**src/rtl/scr_pkg.sv**
```systemverilog
// Package: shared sizing for the frame scrambler.
// Assumes: the generator is a single-feedback shift register whose two
// taps are its top stage and stage TAP_LO (1-based).
package scr_pkg;
    localparam int unsigned BYTE_W  = 8;   // data and keystream width per beat
    localparam int unsigned GEN_W   = 7;   // generator degree
    localparam int unsigned GEN_TAP = 6;   // lower tap of x^GEN_W + x^GEN_TAP + 1
endpackage

```
**src/rtl/scr_keygen.sv**
```systemverilog
// Module: scr_keygen
// Produces KS_W keystream bits per accepted beat from an LFSR with
// polynomial x^LFSR_W + x^TAP_LO + 1. The earliest bit goes to ks[KS_W-1].
// Assumes: reload and step_en are synchronous; reload with step_en
// means the beat uses keystream taken straight from the seed.
module scr_keygen #(
    parameter int unsigned LFSR_W = scr_pkg::GEN_W,
    parameter int unsigned TAP_LO = scr_pkg::GEN_TAP,
    parameter int unsigned KS_W   = scr_pkg::BYTE_W
) (
    input  logic              clk,
    input  logic              rst_n,
    input  logic              step_en,
    input  logic              reload,
    output logic [KS_W-1:0]   ks
);
    localparam logic [LFSR_W-1:0] SEED = '1;

    logic [LFSR_W-1:0] q_r;
    logic [LFSR_W-1:0] base;
    logic [LFSR_W-1:0] adv;

    // Purpose: choose the starting state and walk KS_W single-bit steps.
    always_comb begin
        logic [LFSR_W-1:0] t;
        base = reload ? SEED : q_r;
        t    = base;
        ks   = '0;
        for (int i = 0; i < KS_W; i++) begin
            ks[KS_W-1-i] = t[LFSR_W-1];
            t = {t[LFSR_W-2:0], t[LFSR_W-1] ^ t[TAP_LO-1]};
        end
        adv = t;
    end

    // Purpose: hold the generator state; seed on reset or reload.
    always_ff @(posedge clk) begin
        if (!rst_n)       q_r <= SEED;
        else if (step_en) q_r <= adv;
        else if (reload)  q_r <= SEED;
    end

    // the all-zero lock-up state must never be reached.
    a_r2_state_nonzero: assert property (@(posedge clk) disable iff (!rst_n)
        q_r != '0);
    // with nothing accepted and no reload, the state holds.
    a_r5_idle_hold: assert property (@(posedge clk) disable iff (!rst_n)
        (!step_en && !reload) |=> $stable(q_r));
    // a reload without a byte leaves the seed in place.
    a_r6_reload_seed: assert property (@(posedge clk) disable iff (!rst_n)
        (reload && !step_en) |=> (q_r == SEED));
endmodule

```
**src/rtl/scr_mixer.sv**
```systemverilog
// Module: scr_mixer
// Registers one result byte per valid beat: data XOR keystream, or data
// unchanged when bypass is set. The output holds while no beat is valid.
// Assumes: ks is valid in the same cycle as the beat.
module scr_mixer #(
    parameter int unsigned DATA_W = scr_pkg::BYTE_W
) (
    input  logic              clk,
    input  logic              rst_n,
    input  logic [DATA_W-1:0] d_in,
    input  logic              v_in,
    input  logic              byp_in,
    input  logic [DATA_W-1:0] ks,
    output logic [DATA_W-1:0] d_out,
    output logic              v_out
);
    // Purpose: one-cycle output stage with valid carried alongside.
    always_ff @(posedge clk) begin
        if (!rst_n) begin
            d_out <= '0;
            v_out <= 1'b0;
        end else begin
            v_out <= v_in;
            if (v_in) d_out <= byp_in ? d_in : (d_in ^ ks);
        end
    end

    // a scrambled byte is the input with the keystream XORed on.
    a_r3_xor_result: assert property (@(posedge clk) disable iff (!rst_n)
        (v_in && !byp_in) |=> (d_out == ($past(d_in) ^ $past(ks))));
    // a bypassed byte passes unchanged.
    a_r4_bypass_clear: assert property (@(posedge clk) disable iff (!rst_n)
        (v_in && byp_in) |=> (d_out == $past(d_in)));
    // valid follows one cycle behind, and the data holds when idle.
    a_r8_valid_follows: assert property (@(posedge clk) disable iff (!rst_n)
        v_in |=> v_out);
    a_r8_idle_quiet: assert property (@(posedge clk) disable iff (!rst_n)
        !v_in |=> (!v_out && $stable(d_out)));
endmodule

```
**src/rtl/frame_scrambler.sv**
```systemverilog
// Module: frame_scrambler (top)
// Byte-parallel frame-synchronous scrambler/descrambler. The generator
// advances on every valid byte, bypassed or not, and reloads on frame start.
// Assumes: byte alignment and overhead marking happen upstream.
module frame_scrambler #(
    parameter int unsigned DATA_W = scr_pkg::BYTE_W,
    parameter int unsigned GEN_W  = scr_pkg::GEN_W,
    parameter int unsigned TAP_LO = scr_pkg::GEN_TAP
) (
    input  logic              clk,
    input  logic              rst_n,
    input  logic [DATA_W-1:0] in_data,
    input  logic              in_valid,
    input  logic              in_frame_start,
    input  logic              in_bypass,
    output logic [DATA_W-1:0] out_data,
    output logic              out_valid
);
    logic [DATA_W-1:0] ks_byte;

    // Keystream source, one step of DATA_W bits per valid byte.
    scr_keygen #(.LFSR_W(GEN_W), .TAP_LO(TAP_LO), .KS_W(DATA_W)) u_keygen (
        .clk     (clk),
        .rst_n   (rst_n),
        .step_en (in_valid),
        .reload  (in_frame_start),
        .ks      (ks_byte)
    );

    // Output stage applying the keystream or the bypass.
    scr_mixer #(.DATA_W(DATA_W)) u_mixer (
        .clk    (clk),
        .rst_n  (rst_n),
        .d_in   (in_data),
        .v_in   (in_valid),
        .byp_in (in_bypass),
        .ks     (ks_byte),
        .d_out  (out_data),
        .v_out  (out_valid)
    );

    // reset clears both outputs.
    a_r1_reset_clear: assert property (@(posedge clk)
        !rst_n |=> (!out_valid && out_data == '0));
endmodule

```
**config.mk**
```make
export PLATFORM = sky130hd
export DESIGN_NAME = frame_scrambler
export DESIGN_NICKNAME = d
export VERILOG_FILES = /design/src/rtl/scr_pkg.sv /design/src/rtl/scr_keygen.sv /design/src/rtl/scr_mixer.sv /design/src/rtl/frame_scrambler.sv
export SDC_FILE = /design/constraint.sdc
export NUM_CORES = 1
export LEC_CHECK = 0
export ABC_AREA = 1
export BUFFER_PORTS_ARGS = -buffer_cell sky130_fd_sc_hd__buf_2
export CAP_MARGIN = 20
export CORE_MARGIN = 3
export CORE_UTILIZATION = 40
export DETAILED_ROUTE_END_ITERATION = 12
export PLACE_DENSITY = 0.74
export SYNTH_ARGS = -nofsm -noshare
export SYNTH_HDL_FRONTEND = slang
export SYNTH_HIERARCHICAL = 1
export SYNTH_SLANG_ARGS = --single-unit
export TNS_END_PERCENT = 1
```
**constraint.sdc**
```tcl
create_clock -name clk -period 1.4 [get_ports clk]
set_clock_uncertainty 0.2 [all_clocks]
set_input_delay 0.28 -clock clk [delete_from_list [all_inputs] [get_ports clk]]
set_output_delay 0.28 -clock clk [all_outputs]
set_load 0.005 [all_outputs]
```
; Word level (Yosys, flattened, before mapping)
; Index checks and enable logic that the tools add are counted.
[op_classes]
muxes = 3
n_bitwise = 9
[ops]
columns = op, count
row1 = two-way mux 7 bit, 2
row2 = two-way mux 8 bit, 1
row3 = XOR 1 bit, 8
row4 = XOR 8 bit, 1
[totals]
input_bits = 13
ff_bits = 16

; Logic depth before layout (Yosys ltp)
[logic_depth]
depth_word = 4
mapped_depth = 8
depth_no_buf = 8

; Modules after synthesis
; Netlist, hierarchy kept.
[modules_own_cells]
columns = mod, cells_each, area_per_inst_um2, instances, seq_area_each_um2
row1 = scr_mixer, 70, 474.2, 1, 180.2
row2 = scr_keygen, 60, 377.9, 1, 140.1

; Least setup slack after synthesis
; Ideal clock, no wire load.
[synth_path]
path_kind = register -> register
startpoint = register u_keygen.q_r[6]
endpoint = register u_keygen.q_r[0]
period_less_slack_ps = 1097
stages_incl_launch_ff = 9
arrival_time_ps = 782
setup_slack_ps = 303
path_cell_list = dfxtp_1 -> nor2_1 -> nand2_2 -> nand2_4 -> inv_2 -> nand2_1 -> nand2_1 -> nand2_1 -> nand2_1
[synth_via]
elab_chain_cells = 4
[synth_lines]
columns = item, line_no
row1 = "start, declared", scr_keygen.sv:19  ; logic [LFSR_W-1:0] q_r;
row2 = "start signal, assigned", scr_keygen.sv:39  ; else if (step_en) q_r <= adv;
row3 = two-way mux 7 bit, -
row4 = XOR 1 bit, scr_keygen.sv:31  ; t = {t[LFSR_W-2:0], t[LFSR_W-1] ^ t[TAP_LO-1]};
row5 = via ks_byte[0], frame_scrambler.sv:19  ; logic [DATA_W-1:0] ks_byte;
row6 = XOR 1 bit, scr_keygen.sv:31
row7 = two-way mux 7 bit, scr_keygen.sv:39
; The timed path passes the listed nets, and every way through them passes these cells.
; A chain may end at the register's enable or synchronous reset.

; Final worst setup path
[layout_path]
startpoint = register u_keygen.q_r[6]
endpoint = register u_mixer.d_out[0]
[layout_via]
elab_chain_cells = 4
[layout_lines]
columns = item, line_no
row1 = two-way mux 7 bit, -
row2 = XOR 1 bit, scr_keygen.sv:31
row3 = via ks_byte[0], frame_scrambler.sv:19
row4 = XOR 8 bit, scr_mixer.sv:24  ; if (v_in) d_out <= byp_in ? d_in : (d_in ^ ks);
row5 = two-way mux 8 bit, scr_mixer.sv:24
row6 = "end signal, assigned", scr_mixer.sv:24
row7 = "end, declared", scr_mixer.sv:14  ; output logic [DATA_W-1:0] d_out,
; The timed path passes the listed nets, and every way through them passes these cells.

==> results.yml <==
route:
  avgViaCountPerCell: 4.76
  post_drt_wl_per_cell_um: 10.4
  first_iter_violations: 18
  drt-total-wl_mm: 1.90
  first_pass_iters: 4
  drc_errors: 0
  ant_nets: 0
  vias: 871
setup_path:
  max_stage_delay_ns: 0.34
  critPathBufInv: 0
  startpoint_type: "register"
  cp_cell_sequence: "nor2_1 -> nand2_2 -> nand2_4 -> nand2_1 -> nand2_1 -> nand2_1 -> a21oi_1"
  rrSetupSlack_ns: 0.16
  worst_ep_required_time_ns: 1.42
  cp_data_arrival_time_ns: 1.26
  crit_type: "reg2reg"
  path_common_cell: "nand2_1"
  cpMaxStageDelayCell: "dfxtp_1"
  r2r-end: "u_mixer/d_out[0]"
  cp-end-kind: "register"
  rr_worst_depth: 7
  path_max_fanout: 5
  path_delay_family: "simple AND/OR/NAND/NOR gates"
  worstReg2RegStart: "u_keygen/q_r[6]"
yosys:
  synth_common_cells: "37 x nand2_1, 18 x inv_1, 16 x dfxtp_1, 13 x o21ai_0, 12 x a21oi_1"
  yosysWarnings: 6
  synth_nets: 143
  netlist_area_sq_um: 852
  synthCells: 130
  syn_avg_cell_area_sq_um: 6.55
  synth_top_area_cell: "dfxtp_1"
  synth_cell_types: 15
  yosysSeqAreaShare_pct: 37.6
  synth_top_flop_cell: "dfxtp_1"
  synth-edff-count: 0
  synth-seq-cells: 16
  synth_area_leaders: "dfxtp_1 38%, nand2_1 16%, inv_1 7.9%"
  yosysMostFrequentCell: "nand2_1"
  async_flop_share_pct: 0
  synth_top_cell_area_share_pct: 37.6
sta:
  max_clock_freq_mhz: 803
  tns_ns: 0
  worst_slew_pin_slew_ns: 0.259
  rsz0062_at_grt: "false"
  fin_crit_sh_pct: 88.9
  fin_crit_ns: 1.24
  slew_viol_final: 0
  setup_violations: 0
  hold_viol_final: 0
  slew_headroom_pct: 82.7
cts:
  cts_resized: 0
  hold_buffers: 0
  cts_tree: "yes"
  clockBufferDepth: 2
  clkSinkCount: 16
  root_buffer: "clkbuf_4"
  cts-buffers-inserted: 3
  clk_latency_ns: 0.28
  htreeDepth: 1
  path_clk_slew_ns: 0.09
  cts_setup_buffers: 0
min_path:
  hold_path_startpoint: "rst_n"
  worstHoldPathCells: 2
  hold_class: "in2reg"
  min_to: "u_keygen/q_r[3]"
floorplan:
  dieArea_sq_um: 2720
  core_area_sq_um: 1980
  num_rows: 16
  initial_core_util_pct: 43.0
  dieWidth_um: 52.2
  io_pins: 22
  die_h_um: 52.2
outcome:
  status: "completed"
pwr:
  peakVddDrop_v: 0.000566
  powerDensity_nw_per_um2: 985
  power_leakage_nw: 0.541
finish:
  finalNetCount: 170
  finalNonFillerCells: 183
  syn_to_final_growth_pct: 20.6
  diodes: 0
  drive_gt1_share_pct: 26.9
grt:
  grt_first_pass_wirelength_mm: 3.38
  antenna_found_initial: 0
  grt_pass1_vias: 811
  overflow: 0
  grt_use_total_pct: 16.2
  grt_max_degree: 17
placement:
  port_buffers: 21
  dp.cells: 179
  place_congestion: 0.833
  dp_hpwl_mm: 1.46
flow_run:
  cap_violations: 0
[cells by family (layout without fill, tap and decap cells)]
family / after synthesis / after routing / share of synthesized area [%]
DFF: 16 / 16 / 37.6
AOI/OAI and AO/OA: 32 / 32 / 20.6
and+or+nand+nor: 59 / 59 / 30.0
buffers and inverters: 23 / 49 / 11.9
[area by class of cell]
cell class | instances | area, sq um
fill | 200 | 955
multi-input combinational | 91 | 430
sequential | 16 | 320
timing repair buffer | 24 | 128
inverter | 21 | 78.8
clock buffer | 4 | 36.3
tap | 27 | 33.8
[registers in the layout (all words and copies together) (netlist names)]
register / cells
u_mixer/v_out: 1
u_keygen/q_r: 7
u_mixer/d_out: 8
[worst max path at each step]
| stage | from | end | slack [ns] | depth (start not counted) |
|---|---|---|---|---|
| 2_1_floorplan | u_keygen/q_r[6] | u_keygen/q_r[0] | 0.30 | 8 |
| 3_3_place_gp | in_frame_start | u_keygen/q_r[0] | 0.11 | 9 |
| 3_5_place_dp | in_frame_start | u_mixer/d_out[0] | 0.05 | 8 |
| 4_1_cts | u_mixer/d_out[7] | out_data[7] | 0.14 | 1 |
| 5_1_grt | u_keygen/q_r[6] | u_mixer/d_out[0] | 0.06 | 7 |
| 6_report | u_keygen/q_r[6] | u_mixer/d_out[0] | 0.16 | 7 |
[per-stage QoR]
step                      cell area (sq um)  utilization [%]  power, mW  setup slack, ns  hold WS (ns)
final                                  1030             51.8       1.01            0.155        0.0982
after global routing                   1030             51.8       1.08           0.0553        0.0896
after CTS                              1030             51.8       1.02            0.144        0.0857
after detailed placement                991             50.0      0.715           0.0478         0.313
after global placement                  991             50.0      0.706            0.114         0.305
after floorplan                         852                -      0.641            0.303         0.149
[layer usage]
layer,track usage (%),up-vias,share of wire (%)
met5,0,-,0
met4,8.51,0,1.2
met3,2.01,2,4.1
met2,27.8,19,51
met1,19.4,385,43
li1,-,465,-
[placed cells by master, fill, tap and decap left out]
cell      Yosys  final
buf_4         0      3
inv_2         3      3
a21oi_1      12     12
inv_1        18     18
clkbuf_4      0      3
nand2_4       1      1
a21oi_2       3      3
nor2_1        6      6
nor2_2        1      1
nand2_2       5      5
nand2_1      37     37
o21ai_0      13     13
o21ai_1       3      3
nand3_1       9      9
buf_2         0     21
o21ai_2       1      1
clkbuf_8      0      1
dfxtp_1      16     16
[report_power, final]
part           total, mW  leakage [nW]  switching (mW)  internal (mW)
clock              0.307        0.0210           0.149          0.158
combinational      0.197         0.387           0.118         0.0794
sequential         0.508         0.133          0.0181          0.490
Note: power is estimated with default switching activity, not from simulation.
